===== config.mk =====
export PLATFORM = sky130hd
export DESIGN_NAME = serial_rx_queue
export DESIGN_NICKNAME = d
export VERILOG_FILES = /design/src/rtl/serial_rx_pkg.sv /design/src/rtl/rx_deframer.sv /design/src/rtl/rx_char_fifo.sv /design/src/rtl/serial_rx_queue.sv
export SDC_FILE = /design/constraint.sdc
export NUM_CORES = 1
export LEC_CHECK = 0
export ABC_AREA = 1
export BUFFER_PORTS_ARGS = -buffer_cell sky130_fd_sc_hd__buf_2
export CORE_UTILIZATION = 33
export DETAILED_ROUTE_END_ITERATION = 10
export SLEW_MARGIN = 20
export SYNTH_ARGS = -nofsm -noshare
export SYNTH_HDL_FRONTEND = slang
export SYNTH_SLANG_ARGS = --single-unit
export TNS_END_PERCENT = 100

===== constraint.sdc =====
create_clock -name clk -period 3.2 [get_ports clk]
set_input_delay 0.96 -clock clk [delete_from_list [all_inputs] [get_ports clk]]
set_output_delay 0.96 -clock clk [all_outputs]
set_load 0.05 [all_outputs]

===== src/rtl/serial_rx_pkg.sv =====
package serial_rx_pkg;
  typedef struct packed {
    logic [7:0] data;
    logic       perr;
    logic       ferr;
    logic       brk;
    logic       ovr;
  } rx_char_t;
endpackage


===== src/rtl/rx_deframer.sv =====
module rx_deframer
  import serial_rx_pkg::*;
#(
  parameter int OSR = 16
) (
  input  logic     clk,
  input  logic     rst_n,
  input  logic     en,
  input  logic     tick,
  input  logic     line,
  input  logic     char8,
  input  logic     par_en,
  input  logic     par_odd,
  output logic     ch_valid,
  output rx_char_t ch
);
  localparam int CNTW = $clog2(OSR);
  localparam logic [CNTW-1:0] MID  = CNTW'(OSR / 2 - 1);
  localparam logic [CNTW-1:0] LAST = CNTW'(OSR - 1);

  typedef enum logic [2:0] {S_IDLE, S_START, S_DATA, S_PAR, S_STOP, S_WAITH} st_t;

  st_t             st;
  logic            sync1, sync2;
  logic [CNTW-1:0] cnt;
  logic [2:0]      bitn;
  logic [7:0]      sh;
  logic            pbit;

  // Assembled character, valid while the stop bit is being sampled.
  logic [7:0] data_c;
  logic       brk_c, perr_c;
  always_comb begin
    data_c = char8 ? sh : {1'b0, sh[7:1]};
    brk_c  = (data_c == 8'h00) && !(par_en && pbit) && !sync2;
    perr_c = par_en && ((^data_c ^ pbit) != par_odd);
  end

  always_ff @(posedge clk) begin
    if (!rst_n) begin
      sync1 <= 1'b1;
      sync2 <= 1'b1;
    end else begin
      sync1 <= line;
      sync2 <= sync1;
    end
  end

  always_ff @(posedge clk) begin
    if (!rst_n) begin
      st       <= S_IDLE;
      cnt      <= '0;
      bitn     <= '0;
      sh       <= '0;
      pbit     <= 1'b0;
      ch_valid <= 1'b0;
      ch       <= '0;
    end else begin
      ch_valid <= 1'b0;
      if (!en) begin
        st <= S_IDLE;
      end else if (tick) begin
        case (st)
          S_IDLE: if (!sync2) begin
            st  <= S_START;
            cnt <= '0;
          end
          S_START: if (cnt == MID) begin
            cnt  <= '0;
            bitn <= '0;
            sh   <= '0;
            pbit <= 1'b0;
            st   <= sync2 ? S_IDLE : S_DATA;
          end else cnt <= cnt + 1'b1;
          S_DATA: if (cnt == LAST) begin
            cnt  <= '0;
            sh   <= {sync2, sh[7:1]};
            bitn <= bitn + 1'b1;
            if (bitn == (char8 ? 3'd7 : 3'd6)) st <= par_en ? S_PAR : S_STOP;
          end else cnt <= cnt + 1'b1;
          S_PAR: if (cnt == LAST) begin
            cnt  <= '0;
            pbit <= sync2;
            st   <= S_STOP;
          end else cnt <= cnt + 1'b1;
          S_STOP: if (cnt == LAST) begin
            cnt      <= '0;
            ch_valid <= 1'b1;
            ch.data  <= data_c;
            ch.perr  <= perr_c;
            ch.ferr  <= !sync2;
            ch.brk   <= brk_c;
            ch.ovr   <= 1'b0;
            st       <= sync2 ? S_IDLE : S_WAITH;
          end else cnt <= cnt + 1'b1;
          S_WAITH: if (sync2) st <= S_IDLE;
          default: st <= S_IDLE;
        endcase
      end
    end
  end
endmodule


===== src/rtl/rx_char_fifo.sv =====
module rx_char_fifo
  import serial_rx_pkg::*;
#(
  parameter int DEPTH     = 12,
  parameter int HALF_FREE = 4
) (
  input  logic     clk,
  input  logic     rst_n,
  input  logic     flush,
  input  logic     push,
  input  rx_char_t push_ch,
  input  logic     pop,
  output rx_char_t head,
  output logic     nonempty,
  output logic     near_full,
  output logic     near_half
);
  localparam int AW = (DEPTH > 1) ? $clog2(DEPTH) : 1;
  localparam int CW = $clog2(DEPTH + 1);
  localparam logic [AW-1:0] PTR_MAX  = AW'(DEPTH - 1);
  localparam logic [CW-1:0] FULL_LVL = CW'(DEPTH - 1);
  localparam logic [CW-1:0] HALF_LVL = CW'(DEPTH - HALF_FREE);
  localparam logic [CW-1:0] CAP      = CW'(DEPTH);

  rx_char_t        mem [DEPTH];
  logic [AW-1:0]   wr_ptr, rd_ptr;
  logic [CW-1:0]   count;
  logic            lost;
  logic            do_pop, do_push;
  rx_char_t        wr_ch;

  always_comb begin
    do_pop    = pop && (count != '0);
    do_push   = push && ((count != CAP) || do_pop);
    wr_ch     = push_ch;
    wr_ch.ovr = lost;
  end

  always_ff @(posedge clk) begin
    if (do_push && !flush) mem[wr_ptr] <= wr_ch;
  end

  always_ff @(posedge clk) begin
    if (!rst_n || flush) begin
      wr_ptr <= '0;
      rd_ptr <= '0;
      count  <= '0;
      lost   <= 1'b0;
    end else begin
      if (do_push) wr_ptr <= (wr_ptr == PTR_MAX) ? '0 : wr_ptr + 1'b1;
      if (do_pop)  rd_ptr <= (rd_ptr == PTR_MAX) ? '0 : rd_ptr + 1'b1;
      count <= count + CW'(do_push) - CW'(do_pop);
      if (push && !do_push) lost <= 1'b1;
      else if (do_push)     lost <= 1'b0;
    end
  end

  assign head      = mem[rd_ptr];
  assign nonempty  = (count != '0);
  assign near_full = (count >= FULL_LVL);
  assign near_half = (count >= HALF_LVL);
endmodule


===== src/rtl/serial_rx_queue.sv =====
module serial_rx_queue
  import serial_rx_pkg::*;
#(
  parameter int OSR       = 16,
  parameter int DEPTH     = 12,
  parameter int HALF_FREE = 4
) (
  input  logic       clk,
  input  logic       rst_n,
  input  logic       tick,
  input  logic       rxd,
  input  logic       tx_loop,
  input  logic       loop_en,
  input  logic       rx_en,
  input  logic       char8,
  input  logic       par_en,
  input  logic       par_odd,
  input  logic       rts_auto,
  input  logic       rts_req,
  output logic       out_valid,
  input  logic       out_ready,
  output logic [7:0] out_data,
  output logic       out_par_err,
  output logic       out_frm_err,
  output logic       out_brk,
  output logic       out_ovr,
  output logic       fifo_full,
  output logic       fifo_half,
  output logic       rts_n
);
  logic     line_in;
  logic     ch_valid;
  rx_char_t ch, head;

  assign line_in = loop_en ? tx_loop : rxd;

  rx_deframer #(.OSR(OSR)) u_deframe (
    .clk(clk), .rst_n(rst_n), .en(rx_en), .tick(tick), .line(line_in),
    .char8(char8), .par_en(par_en), .par_odd(par_odd),
    .ch_valid(ch_valid), .ch(ch)
  );

  rx_char_fifo #(.DEPTH(DEPTH), .HALF_FREE(HALF_FREE)) u_queue (
    .clk(clk), .rst_n(rst_n), .flush(!rx_en),
    .push(ch_valid && rx_en), .push_ch(ch),
    .pop(out_valid && out_ready),
    .head(head), .nonempty(out_valid),
    .near_full(fifo_full), .near_half(fifo_half)
  );

  assign out_data    = head.data;
  assign out_par_err = head.perr;
  assign out_frm_err = head.ferr;
  assign out_brk     = head.brk;
  assign out_ovr     = head.ovr;

  // Pin is active low: automatic mode negates it at the near-full level.
  assign rts_n = rts_auto ? fifo_full : !rts_req;
endmodule


==> out/metrics.yaml <==
status: "finished clean"
slew_headroom_pct: 60.1
wl_microns: 18300
grt_max_degree: 53
fp.dieW_microns: 163
worstSetupPathType: "reg2out"
synth_flop_cell: "edfxtp_1"
start_kind: "register"
switching_power_mw: 1.34
slew_viol_final: 0
nNetsFinal: 896
vias_per_cell: 4.86
hold_viol: 0
port_buffers: 28
max_freq_ghz: 0.335
layout-drive-gt1-share_pct: 14.7
finalPower_mw: 5.35
gp_congestion: 0.809
clock_skew_ns: 0.0117
synth_seq_cells: 194
yosys.cell_types.count: 41
antenna_found_initial: 0
synth_edf_count: 144
combPwrFrac_pct: 8.4
fp.dieH_microns: 163
netlist_area_sq_um: 8500
clk_latency_ns: 0.43
drt_iter0_drc: 428
first_pass_iters: 5
p_per_area_nw_per_um2: 549
ioPinCount: 29
syn_to_final_growth_pct: 14.7
die_area_sq_um: 26400
tightest_slew_ns: 0.598
reg2regPathDepth: 12
rsz0062_at_grt: "false"
rows: 58
clock_sinks: 194
coreArea_sq_um: 25300
drc: 0
synth_nets: 862
grt_pass1_wl_microns: 29400
grt.total_usage_pct: 14.6
min_period_ns: 2.99
syn_area_per_cell_sq_um: 10.2
finalSetupViolCount: 0
intPower_mw: 4.01
cp_data_required_time_ns: 2.24
place_area_sq_um: 9130
p_leak_nw: 3.98
fin_crit_sh_pct: 93.3
root_buffer: "clkbuf_16"
swShare_pct: 25.0
syn_inst: 831
arrival_ns: 2.03
wire_per_inst_microns: 15.2
final_area_sq_um: 9750
cts_buffers: 17
clockBufferDepth: 2
async_flop_share_pct: 0
seq_area_sq_um: 5330
ant_nets: 0
clk_pin_slew_worst_paths_ns: 0.07
grt_overflow: 0
regToRegSetupSlack_ns: 1.06
multiInputGateArea_sq_um: 2840
synth-seq-area-share_pct: 62.6
hpwl_microns: 11600
nFillCells: 2483
via_count: 5868
hold_path_class: "reg2reg"
maxCapViolCount: 0
finalSetupTns_ns: 0
antenna_cells: 0
pwr-share-clk_pct: 41.1
crit_fanout: 43
end_kind: "output port"
grt_pass1_vias: 5566
cts_tree: "yes"
seqPwrFrac_pct: 50.5
r2r_start: "u_queue.count[2]$_SDFF_PN0_"
ir_worst_vdd_v: 0.000308
crit_end: "out_data[2]"
initial_core_util_pct: 33.7
regToRegEndpoint: "u_queue.count[2]$_SDFF_PN0_"
ys.warnings.count: 0
h-tree-depth: 4
## metal layers
metal | vias to the layer above | share of wire (%) | GRT usage [%]
met3 | 15 | 4.8 | 3.06
met1 | 2784 | 46 | 19.0
met5 | - | 0 | 0
li1 | 2929 | - | -
met2 | 140 | 49 | 24.6
met4 | 0 | 0.82 | 3.43
## cells by family after synthesis
family	count (synthesis)	synth area share, %
xor+xnor	13	1.34
buf+inv	88	4.53
simple gates	348	17.1
compound gates	170	11.7
flops	194	62.6
fa+ha+maj	18	2.74
## critical path, stage by stage (launching register included)
cell and delay (ns):
dfxtp_2 0.34, inv_2 0.08, buf_12 0.22, nor2_1 0.09, nor2_1 0.08, o21ai_0 0.08, o21ai_0 0.10, nand2_1 0.07
nand2_1 0.10, nand2_1 0.07, nand2_1 0.10, buf_2 0.26
## power groups by stage
stage	clock network [mW]	logic (mW)	registers (mW)
floorplan	0	0.362	2.74
global placement	0	0.446	2.76
detailed placement	0	0.451	2.76
CTS	2.23	0.452	2.70
global route	2.33	0.508	2.70
finish	2.20	0.452	2.70
## layout make-up
type | instances | area share, %
timing repair buffer | 53 | 3.70
inverter | 50 | 1.99
sequential | 194 | 54.7
multi-input combinational | 549 | 29.1
tap | 330 | 4.24
clock buffer | 17 | 4.36
clock inverter | 15 | 1.94
## stage by stage
stage | utilization [%] | worst slack, ns | std cells | hold slack (ns)
3_5_place_dp | 36.1 | 0.456 | 1176 | 0.399
2_1_floorplan | - | 0.184 | 831 | 0.393
4_1_cts | 38.6 | 0.134 | 1208 | 0.417
5_1_grt | 38.6 | 0.0289 | 1208 | 0.434
3_3_place_gp | 36.1 | 0.474 | 1176 | 0.394
6_report | 38.6 | 0.213 | 1208 | 0.413
## cells in the final DEF (no fill, tap or decap), types with 4 or more instances in the layout
| master | n |
|---|---|
| a211oi_1 | 5 |
| a21oi_1 | 22 |
| buf_2 | 28 |
| buf_4 | 21 |
| clkbuf_16 | 17 |
| dfxtp_1 | 48 |
| edfxtp_1 | 144 |
| ha_1 | 17 |
| inv_1 | 44 |
| inv_6 | 5 |
| nand2_1 | 128 |
| nand2_2 | 6 |
| nand3_1 | 24 |
| nor2_1 | 162 |
| nor3_2 | 9 |
| o211ai_1 | 12 |
| o21ai_0 | 91 |
| o21ai_1 | 16 |
| o32ai_1 | 12 |
| xnor2_1 | 4 |
| xor2_1 | 9 |
## synthesized netlist by cell type (4+ instances only)
library cell | count | share of area [%]
xor2_1 | 9 | 0.93
edfxtp_1 | 144 | 51
o21ai_0 | 91 | 5.4
nand3_1 | 24 | 1.4
a21oi_1 | 22 | 1.3
nand2_2 | 6 | 0.44
xnor2_1 | 4 | 0.41
a211oi_1 | 5 | 0.44
o21ai_1 | 16 | 0.94
dfxtp_1 | 50 | 12
ha_1 | 17 | 2.5
inv_1 | 44 | 1.9
nor2_1 | 162 | 7.2
o211ai_1 | 12 | 1.1
nor3_1 | 11 | 0.65
o32ai_1 | 12 | 1.2
clkbuf_1 | 20 | 0.88
nand2_1 | 128 | 5.7
buf_4 | 4 | 0.35
buf_2 | 9 | 0.53
## state kept, by name (all words and copies together) (netlist names), 3 cells and up, named ones only
name / count
u_deframe.bitn: 3
u_queue.mem: 144
u_queue.rd_ptr: 4
u_queue.count: 4
u_deframe.sh: 8
u_queue.wr_ptr: 4
u_deframe.ch: 11
u_deframe.st: 3
u_deframe.cnt: 4
## worst min-delay path by stage
| stage | startpoint | depth (start not counted) | endpoint | slack [ns] |
|---|---|---|---|---|
| 2_1_floorplan | u_deframe.sync1$_SDFF_PN1_ | 1 | u_deframe.sync2$_SDFF_PN1_ | 0.39 |
| 3_3_place_gp | u_deframe.sync1$_SDFF_PN1_ | 1 | u_deframe.sync2$_SDFF_PN1_ | 0.39 |
| 6_report | u_deframe.sync1$_SDFF_PN1_ | 1 | u_deframe.sync2$_SDFF_PN1_ | 0.41 |
| 4_1_cts | u_deframe.sync1$_SDFF_PN1_ | 1 | u_deframe.sync2$_SDFF_PN1_ | 0.42 |
| 5_1_grt | u_deframe.sync1$_SDFF_PN1_ | 1 | u_deframe.sync2$_SDFF_PN1_ | 0.43 |
| 3_5_place_dp | u_deframe.sync1$_SDFF_PN1_ | 1 | u_deframe.sync2$_SDFF_PN1_ | 0.40 |
## timing repair
item                                   in CTS  in global routing
setup endpoints to repair                   1                  4
setup buffers                               0                  0
endpoints found under the hold margin       0                  0
gates resized for setup                     1                  2
hold buffers                                0                  0
Note: power is estimated with default switching activity, not from simulation.
